$ cat config.mk
export PLATFORM = sky130hd
export DESIGN_NAME = wuart
export DESIGN_NICKNAME = d
export VERILOG_FILES = /design/src/rtl/wuart.sv
export SDC_FILE = /design/constraint.sdc
export NUM_CORES = 1
export LEC_CHECK = 0
export CAP_MARGIN = 20
export CORE_MARGIN = 5
export CORE_UTILIZATION = 42
export DETAILED_ROUTE_END_ITERATION = 8
export DONT_BUFFER_PORTS = 1
export PLACE_DENSITY_LB_ADDON = 0.12
export SYNTH_ARGS = -nofsm -noshare
export SYNTH_HDL_FRONTEND = slang
export SYNTH_SLANG_ARGS = --single-unit
$ cat constraint.sdc
create_clock -name clk -period 3.8 [get_ports clk]
set_input_delay 0.57 -clock clk [delete_from_list [all_inputs] [get_ports clk]]
set_output_delay 0.57 -clock clk [all_outputs]
set_load 0.02 [all_outputs]
$ cat src/rtl/wuart.sv
module wuart #(
  parameter int          DEPTH    = 4,
  parameter logic [15:0] DIV_INIT = 16'd1
) (
  input  logic        clk,
  input  logic        rst_n,
  input  logic [3:0]  addr,
  input  logic        we,
  input  logic        rd,
  input  logic [31:0] wdata,
  output logic [31:0] rdata,
  output logic        txd,
  input  logic        rxd,
  output logic        dtr,
  output logic        rts
);
  localparam int AW = $clog2(DEPTH);
  localparam int CW = AW + 1;

  logic [3:0]  ier;
  logic [7:0]  lcr, scr;
  logic [1:0]  mcr;
  logic [15:0] div, bcnt;
  logic        fen, ovr;

  wire wr_thr = we && addr == 4'd1;
  wire wr_ier = we && addr == 4'd2;
  wire wr_fcr = we && addr == 4'd4;
  wire wr_lcr = we && addr == 4'd5;
  wire wr_mcr = we && addr == 4'd6;
  wire wr_scr = we && addr == 4'd9;
  wire wr_div = we && addr == 4'd10;
  wire wr_dl  = we && addr == 4'd11;
  wire wr_dh  = we && addr == 4'd12;
  wire [CW-1:0] cap = fen ? CW'(DEPTH) : CW'(1);

  always_ff @(posedge clk or negedge rst_n)
    if (!rst_n) begin
      ier <= '0; lcr <= 8'h03; scr <= '0; mcr <= '0; div <= DIV_INIT; fen <= 1'b0;
    end else begin
      if (wr_ier) ier <= wdata[3:0];
      if (wr_lcr) lcr <= wdata[7:0];
      if (wr_scr) scr <= wdata[7:0];
      if (wr_mcr) mcr <= wdata[1:0];
      if (wr_fcr) fen <= wdata[0];
      if (wr_div) div <= wdata[15:0];
      if (wr_dl)  div[7:0] <= wdata[7:0];
      if (wr_dh)  div[15:8] <= wdata[7:0];
    end

  assign dtr = mcr[0];
  assign rts = mcr[1];

  wire tick = bcnt == 16'd0;
  always_ff @(posedge clk or negedge rst_n)
    if (!rst_n) bcnt <= '0;
    else if (wr_div || wr_dl || wr_dh) bcnt <= '0;
    else if (tick) bcnt <= div - 16'd1;
    else bcnt <= bcnt - 16'd1;

  // transmit FIFO and shifter
  logic [7:0]    tmem [DEPTH];
  logic [AW-1:0] twp, trp;
  logic [CW-1:0] tcnt;
  logic          tbusy;
  logic [9:0]    tsh;
  logic [3:0]    tbit, tph;

  wire tpush = wr_thr && tcnt < cap;
  wire tload = !tbusy && tcnt != '0;
  wire tclr  = wr_fcr && wdata[2];

  always_ff @(posedge clk or negedge rst_n)
    if (!rst_n) begin
      twp <= '0; trp <= '0; tcnt <= '0;
    end else if (tclr) begin
      twp <= '0; trp <= '0; tcnt <= '0;
    end else begin
      if (tpush) twp <= twp + 1'b1;
      if (tload) trp <= trp + 1'b1;
      tcnt <= tcnt + CW'(tpush) - CW'(tload);
    end

  always_ff @(posedge clk)
    if (tpush && !tclr) tmem[twp] <= wdata[7:0];

  always_ff @(posedge clk or negedge rst_n)
    if (!rst_n) begin
      tbusy <= 1'b0; tsh <= '1; tbit <= '0; tph <= '0;
    end else if (tload) begin
      tbusy <= 1'b1; tsh <= {1'b1, tmem[trp], 1'b0}; tbit <= '0; tph <= '0;
    end else if (tbusy && tick) begin
      tph <= tph + 4'd1;
      if (tph == 4'd15) begin
        tsh <= {1'b1, tsh[9:1]};
        if (tbit == 4'd9) tbusy <= 1'b0;
        else tbit <= tbit + 4'd1;
      end
    end

  assign txd = tbusy ? tsh[0] : 1'b1;

  // receive synchroniser, shifter and FIFO
  logic          rs1, rs2, rbusy;
  logic [3:0]    rbit, rph;
  logic [7:0]    rsh;
  logic [7:0]    rmem [DEPTH];
  logic [AW-1:0] rwp, rrp;
  logic [CW-1:0] rcnt;

  wire rmid  = rbusy && tick && rph == 4'd7;
  wire rdone = rmid && rbit == 4'd9;
  wire rpush = rdone && rcnt < cap;
  wire rpop  = rd && addr == 4'd0 && rcnt != '0;
  wire rclr  = wr_fcr && wdata[1];

  always_ff @(posedge clk or negedge rst_n)
    if (!rst_n) begin
      rs1 <= 1'b1; rs2 <= 1'b1; rbusy <= 1'b0; rbit <= '0; rph <= '0; rsh <= '0;
    end else begin
      rs1 <= rxd;
      rs2 <= rs1;
      if (!rbusy) begin
        if (tick && !rs2) begin
          rbusy <= 1'b1; rbit <= '0; rph <= '0;
        end
      end else if (tick) begin
        rph <= rph + 4'd1;
        if (rph == 4'd15) rbit <= rbit + 4'd1;
        if (rph == 4'd7) begin
          if (rbit == 4'd0 && rs2) rbusy <= 1'b0;
          else if (rbit == 4'd9) rbusy <= 1'b0;
          else if (rbit != 4'd0) rsh <= {rs2, rsh[7:1]};
        end
      end
    end

  always_ff @(posedge clk or negedge rst_n)
    if (!rst_n) begin
      rwp <= '0; rrp <= '0; rcnt <= '0;
    end else if (rclr) begin
      rwp <= '0; rrp <= '0; rcnt <= '0;
    end else begin
      if (rpush) rwp <= rwp + 1'b1;
      if (rpop)  rrp <= rrp + 1'b1;
      rcnt <= rcnt + CW'(rpush) - CW'(rpop);
    end

  always_ff @(posedge clk)
    if (rpush && !rclr) rmem[rwp] <= rsh;

  always_ff @(posedge clk or negedge rst_n)
    if (!rst_n) ovr <= 1'b0;
    else if (rdone && !rpush) ovr <= 1'b1;
    else if (rd && addr == 4'd7) ovr <= 1'b0;

  wire thre = tcnt < cap;
  wire temt = tcnt == '0 && !tbusy;
  wire [7:0] lsr = {1'b0, temt, thre, 3'b000, ovr, rcnt != '0};

  always_comb
    case (addr)
      4'd0:    rdata = {24'd0, rmem[rrp]};
      4'd2:    rdata = {28'd0, ier};
      4'd3:    rdata = 32'd1;
      4'd4:    rdata = {31'd0, fen};
      4'd5:    rdata = {24'd0, lcr};
      4'd6:    rdata = {30'd0, mcr};
      4'd7:    rdata = {24'd0, lsr};
      4'd9:    rdata = {24'd0, scr};
      4'd10:   rdata = {16'd0, div};
      4'd11:   rdata = {24'd0, div[7:0]};
      4'd12:   rdata = {24'd0, div[15:8]};
      default: rdata = 32'd0;
    endcase
endmodule

* Word level (Yosys, flattened, before mapping)
Memories as Yosys holds them, arrays and structs flattened. Index checks and enable logic that the tools add are counted.
Word-level totals: flip-flop bits (word level) 108, logic and storage cells 171, memories 2, bits in writable memories 64, output and inout bits 35, input bits 41
Memories:
- rmem | depth 4, bits a word 8, read ports 1, clocked after Yosys merged registers in 0, wr ports 1, line 107 | logic [7:0] rmem [DEPTH];
- tmem | depth 4, bits a word 8, read ports 1, clocked after Yosys merged registers in 0, wr ports 1, line 62 | logic [7:0] tmem [DEPTH];
Operators by class: $add $sub $neg 14, magnitude comparators 2, multiplexer cells 49, bitwise logic cells 2, equality and inequality tests 19, reductions and logical operators 58
Operator list (count):
- one-hot mux 16 bit (11 select lines) | 1
- 2-to-1 mux 16 bit | 3
- 2-to-1 mux 4 bit | 12
- == test 4 bit, second input constant | 8
- subtractor 16 x 1 -> 16 bit, second input constant | 2
- 2-to-1 mux 10 bit | 3
- logical AND 1 bit | 27
- nonzero test 2 bit | 11
- == test 4 x 3 -> 1 bit, second input constant | 5
- 2-to-1 mux 1 bit | 17
- adder 4 x 1 -> 4 bit, second input constant | 4
- zero test 16 bit | 1
- 2-to-1 mux 2 bit | 8
- 2-to-1 mux 8 bit | 2
- 2-to-1 mux 3 bit | 3
- AND reduction 3 bit | 3
- adder 2 x 1 -> 2 bit, second input constant | 4
- == test 4 x 2 -> 1 bit, second input constant | 2
- zero test 4 bit | 2
- adder 3 x 1 -> 3 bit | 2
- less-than comparator 3 bit | 2
- AND reduction 6 bit | 1
- nonzero test 3 bit | 2
- subtractor 3 x 1 -> 3 bit | 2
- 9 further kinds | 17

* Depth between registers and ports, before layout
depth after elaboration 8, gate-level depth with buffers 13, gate-level depth less buffers 13

* Worst setup path after synthesis
Ideal clock, no wire load.
path kind register -> register, from register bcnt[9], to register rcnt[2], slack 616 ps, setup time 128 ps, stages on the path, launching flop included 13, arrival time 3055 ps, period minus slack after synthesis 3184 ps, path buffers 1, required time 3672 ps, cells stage by stage dfrtp_1 > clkbuf_1 > or4_4 > nor4_4 > nand4_1 > ha_1 > inv_1 > ha_1 > inv_1 > fa_1 > xor2_1 > xnor2_1 > nor2_1
On the way: word-level cells in the longest chain between the ends 8
Ends and longest elaborated chain:
- start: declaration | line 23 | logic [15:0] div, bcnt;
- start signal: assignment | line 58 | else if (tick) bcnt <= div - 16'd1;
- start signal: assignment | line 59 | else bcnt <= bcnt - 16'd1;
- zero test 16 bit | line 54 | wire tick = bcnt == 16'd0;
- logical AND 1 bit (2 in a row) | line 111 | wire rmid = rbusy && tick && rph == 4'd7;
- logical AND 1 bit | line 112 | wire rdone = rmid && rbit == 4'd9;
- logical AND 1 bit | line 113 | wire rpush = rdone && rcnt < cap;
- adder 3 x 1 -> 3 bit | line 146 | rcnt <= rcnt + CW'(rpush) - CW'(rpop);
- subtractor 3 x 1 -> 3 bit | line 146
- 2-to-1 mux 3 bit | line 141 | end else if (rclr) begin
- end signal: assignment | line 146
- end: declaration | line 109 | logic [CW-1:0] rcnt;
Every way passes these cells. A chain may end at the register's enable or synchronous reset.

* Worst setup path after layout
from register bcnt[11], to register rcnt[2]
The elaborated chain is that of the path after synthesis.

==> summary.md <==
| Metric | Value |
|---|---|
| Setup ws final | `approximately 0.49 ns` |
| RSZ-0062 raised after global routing | `no` |
| Tightest Hold Check Type | `input pin to asynchronous set/reset pin` |
| Worst IR Drop VDD | `around 0.31 mV` |
| Worst setup path start | `bcnt[11]$_DFF_PN0_` |
| Critical path data required time | `just over 4 ns` |
| Detailed Routing Iterations Pass 1 | `5` |
| Top cells by count, synth | `dfrtp_1, edfxtp_1, nand2_1` |
| FP Rows | `51` |
| Max Cap Violations | `0` |
| IO buf count | `0` |
| Crit Path Class | `register to register` |
| Initial Utilization | `a little over two fifths` |
| Final Instance Area | `roughly 9100 µm²` |
| Fmax | `between 0.3 and 0.4 GHz` |
| Io pins | `76` |
| Crit path max fanout | `4` |
| Layout Utilization | `a little under half` |
| Cell area after synthesis | `~8300 µm²` |
| Slew @ Worst Pin | `1.03 ns` |
| Arrival @ worst endpoint | `roughly 3.6 ns` |
| DIE AREA | `22700 µm²` |
| Initial antenna violation count | `0` |
| Die Width | `between 150 and 200 µm` |
| Post-route ant nets | `0` |
| CP Capture Type | `register` |
| Max Slew Vio Count | `0` |
| Area Growth Syn to Fin | `10.2%` |
| Most frequent cell after synthesis | `dfrtp_1` |
| Endpoints failing hold | `0` |
| Top FF cell, synth | `dfrtp_1` |
| Placed inst area | `8510 µm²` |
| DRC | `0` |
| FF-to-FF Start | `bcnt[11]$_DFF_PN0_` |
| Overflow left after global routing | `0` |
| CTS clk-pin slew, worst paths | `~0.07 ns` |
| Via-to-Cell Ratio | `about 5.5` |
| Drt initial violations | `roughly 370` |
| Yosys warnings | `0` |
| Synthesized flop and latch total | `171` |
| Library cells used by synthesis | `66` |
| CTS tree | `built` |
| Nets | `between 700 and 800` |
| Area leader, netlist | `dfrtp_1` |
| Worst R2R Path Depth | `11` |
| Final Skew | `roughly 0.012 ns` |
| Core ar. | `a little under 20000 µm²` |
| First-pass GRT wire length | `30.9 mm` |
| Drt total wl | `roughly 19 mm` |
| CTS root buffer | `clkbuf_16` |
| Pin count of the biggest net entering global routing | `roughly 110` |
| Clock buffer depth | `2` |
| Final setup viols | `0` |
| Sequential share of the synthesized area | `a little under three fifths` |
| Leak Pwr | `approximately 3.7 nW` |
| Top cells by area, synth | `dfrtp_1, edfxtp_1, mux2_2, dfstp_2, mux4_2` |
| Placement Setup Slack | `about 0.42 ns` |
| Setup TNS | `0 ns` |
| Fin crit period | `3.31 ns` |
| Final Cycle Share | `87.1%` |
| Async set-reset flop share out of synthesis | `between 60% and 70%` |
| HPWL after detailed placement | `roughly 14 mm` |
| Cells after synthesis | `691` |
| Clock sinks | `approximately 170` |
| Gpl congestion | `0.899` |
| Number of flops mapped to enable cells by yosys | `64` |
| Die height | `approximately 150 µm` |
| Setup crit start kind | `register` |
| Share of layout cells above drive strength 1 | `between 10% and 20%` |
| Slew HR | `a little under a third` |
| Wire length per cell | `between 20 and 25 µm` |
| Vias in the first global route | `roughly 5500` |
| Synth top area share | `approximately 28%` |
| Worst-Skew Late Latency | `between 0.4 and 0.5 ns` |
| H-tree depth | `4` |
| Diode count | `0` |
| Status | `complete, no violations` |
| Cts bufs inserted | `17` |
| Syn avg cell area | `roughly 12 µm²` |
| Overall Global Routing Usage | `between 10% and 20%` |
| Pwr dens | `around 590 nW/µm²` |
| DR vias | `around 5400` |
## critical path: stages, from the launching register on
cell     delay [ns]
dfrtp_1        0.41
or4_1          0.69
nor4_4         0.37
nand4_1        0.35
ha_1           0.39
inv_1          0.06
ha_1           0.13
inv_1          0.05
fa_1           0.37
xor2_1         0.18
xnor2_1        0.14
nor2_1         0.05
## where the power goes
| part | switching (mW) | total (mW) | internal (mW) |
|---|---|---|---|
| Combinational | 0.595 | 1.07 | 0.478 |
| Sequential | 0.313 | 2.48 | 2.17 |
| Clock | 0.715 | 1.81 | 1.09 |
## layer usage
metal	GRT usage, %	vias to the layer above	part of all wire (%)	wire length, µm
met3	5.57	27	6.0	1160
met4	6.08	0	1.8	346
met2	30.6	133	51	9840
met1	22.0	2686	42	8070
li1	-	2514	-	-
met5	0	-	0	0
## per-stage QoR
step / power (mW) / hold slack, ns / std cells
detailed placement: 3.55 / 0.278 / 934
floorplan: 3.27 / 0.274 / 706
CTS: 5.41 / 0.0936 / 967
global placement: 3.51 / 0.279 / 934
finish: 5.36 / 0.0530 / 967
global route: 5.65 / 0.102 / 967
## timing repair
item / CTS / global route
hold buffers: 1 / 0
buffers inserted: 0 / 0
endpoints found under the hold margin: 107 / 0
gates resized for setup: 0 / 0
## cell families (layout without fill, tap and decap cells)
kind of cell               count (synthesis)  after routing  share of synthesized area (%)
other                                      1             16                         0.0452
adders and majority gates                 24             24                           3.80
buffers and inverters                     64             60                           3.64
DFF                                      171            171                           55.7
xor gates and xnor gates                  19             19                           2.01
muxes                                     74             74                           12.0
AOI/OAI and AO/OA                        119            119                           9.19
and+or+nand+nor                          219            219                           13.7
## sequential cells by signal (all words and copies together), names as in the netlist, 3 cells and up
register / count
bcnt: 16
div: 16
ier: 4
lcr: 8
rbit: 4
rcnt: 3
rmem: 32
rph: 4
rsh: 8
scr: 8
tbit: 4
tcnt: 3
tmem: 32
tph: 4
tsh: 9
## placed cells by master, fill, tap and decap left out, types with 6 or more instances in the layout
master and n:
ha_1 22, conb_1 16, xnor2_1 14, edfxtp_1 64, buf_4 8, o21ai_0 36, a22oi_1 11, nand2_1 54
mux4_2 16, mux2i_1 19, nand3_1 15, nor2_1 50, a21oi_1 26, and2_1 13, clkbuf_16 17, nor4_1 11
and3_1 13, dfrtp_1 93, dfstp_2 14, nor2b_1 6, inv_1 19, nor3_1 18, or3_1 6, mux2_2 38
## cell type report
class / instances / area, µm²
clock inverter: 13 / 171
sequential: 171 / 4620
clock buffer: 19 / 433
fill: 1759 / 10300
timing repair buffer: 9 / 87.6
inverter: 19 / 71.3
multi-input combinational: 471 / 3430
tap: 265 / 332
## worst paths after layout
kind / to / slack (ns)
worst min-delay path: tbit[3]$_DFFE_PN0P_ / 0.05
worst min register to register: rs2$_DFF_PN1_ / 0.36
worst max register to register: rcnt[2]$_DFF_PN0_ / 0.49
min in group clk: rs1$_DFF_PN1_ / 0.13
max in group asynchronous: bcnt[5]$_DFF_PN0_ / 3.27
worst max-delay path: rcnt[2]$_DFF_PN0_ / 0.49
No activity file was read; power rests on OpenSTA's default activity.
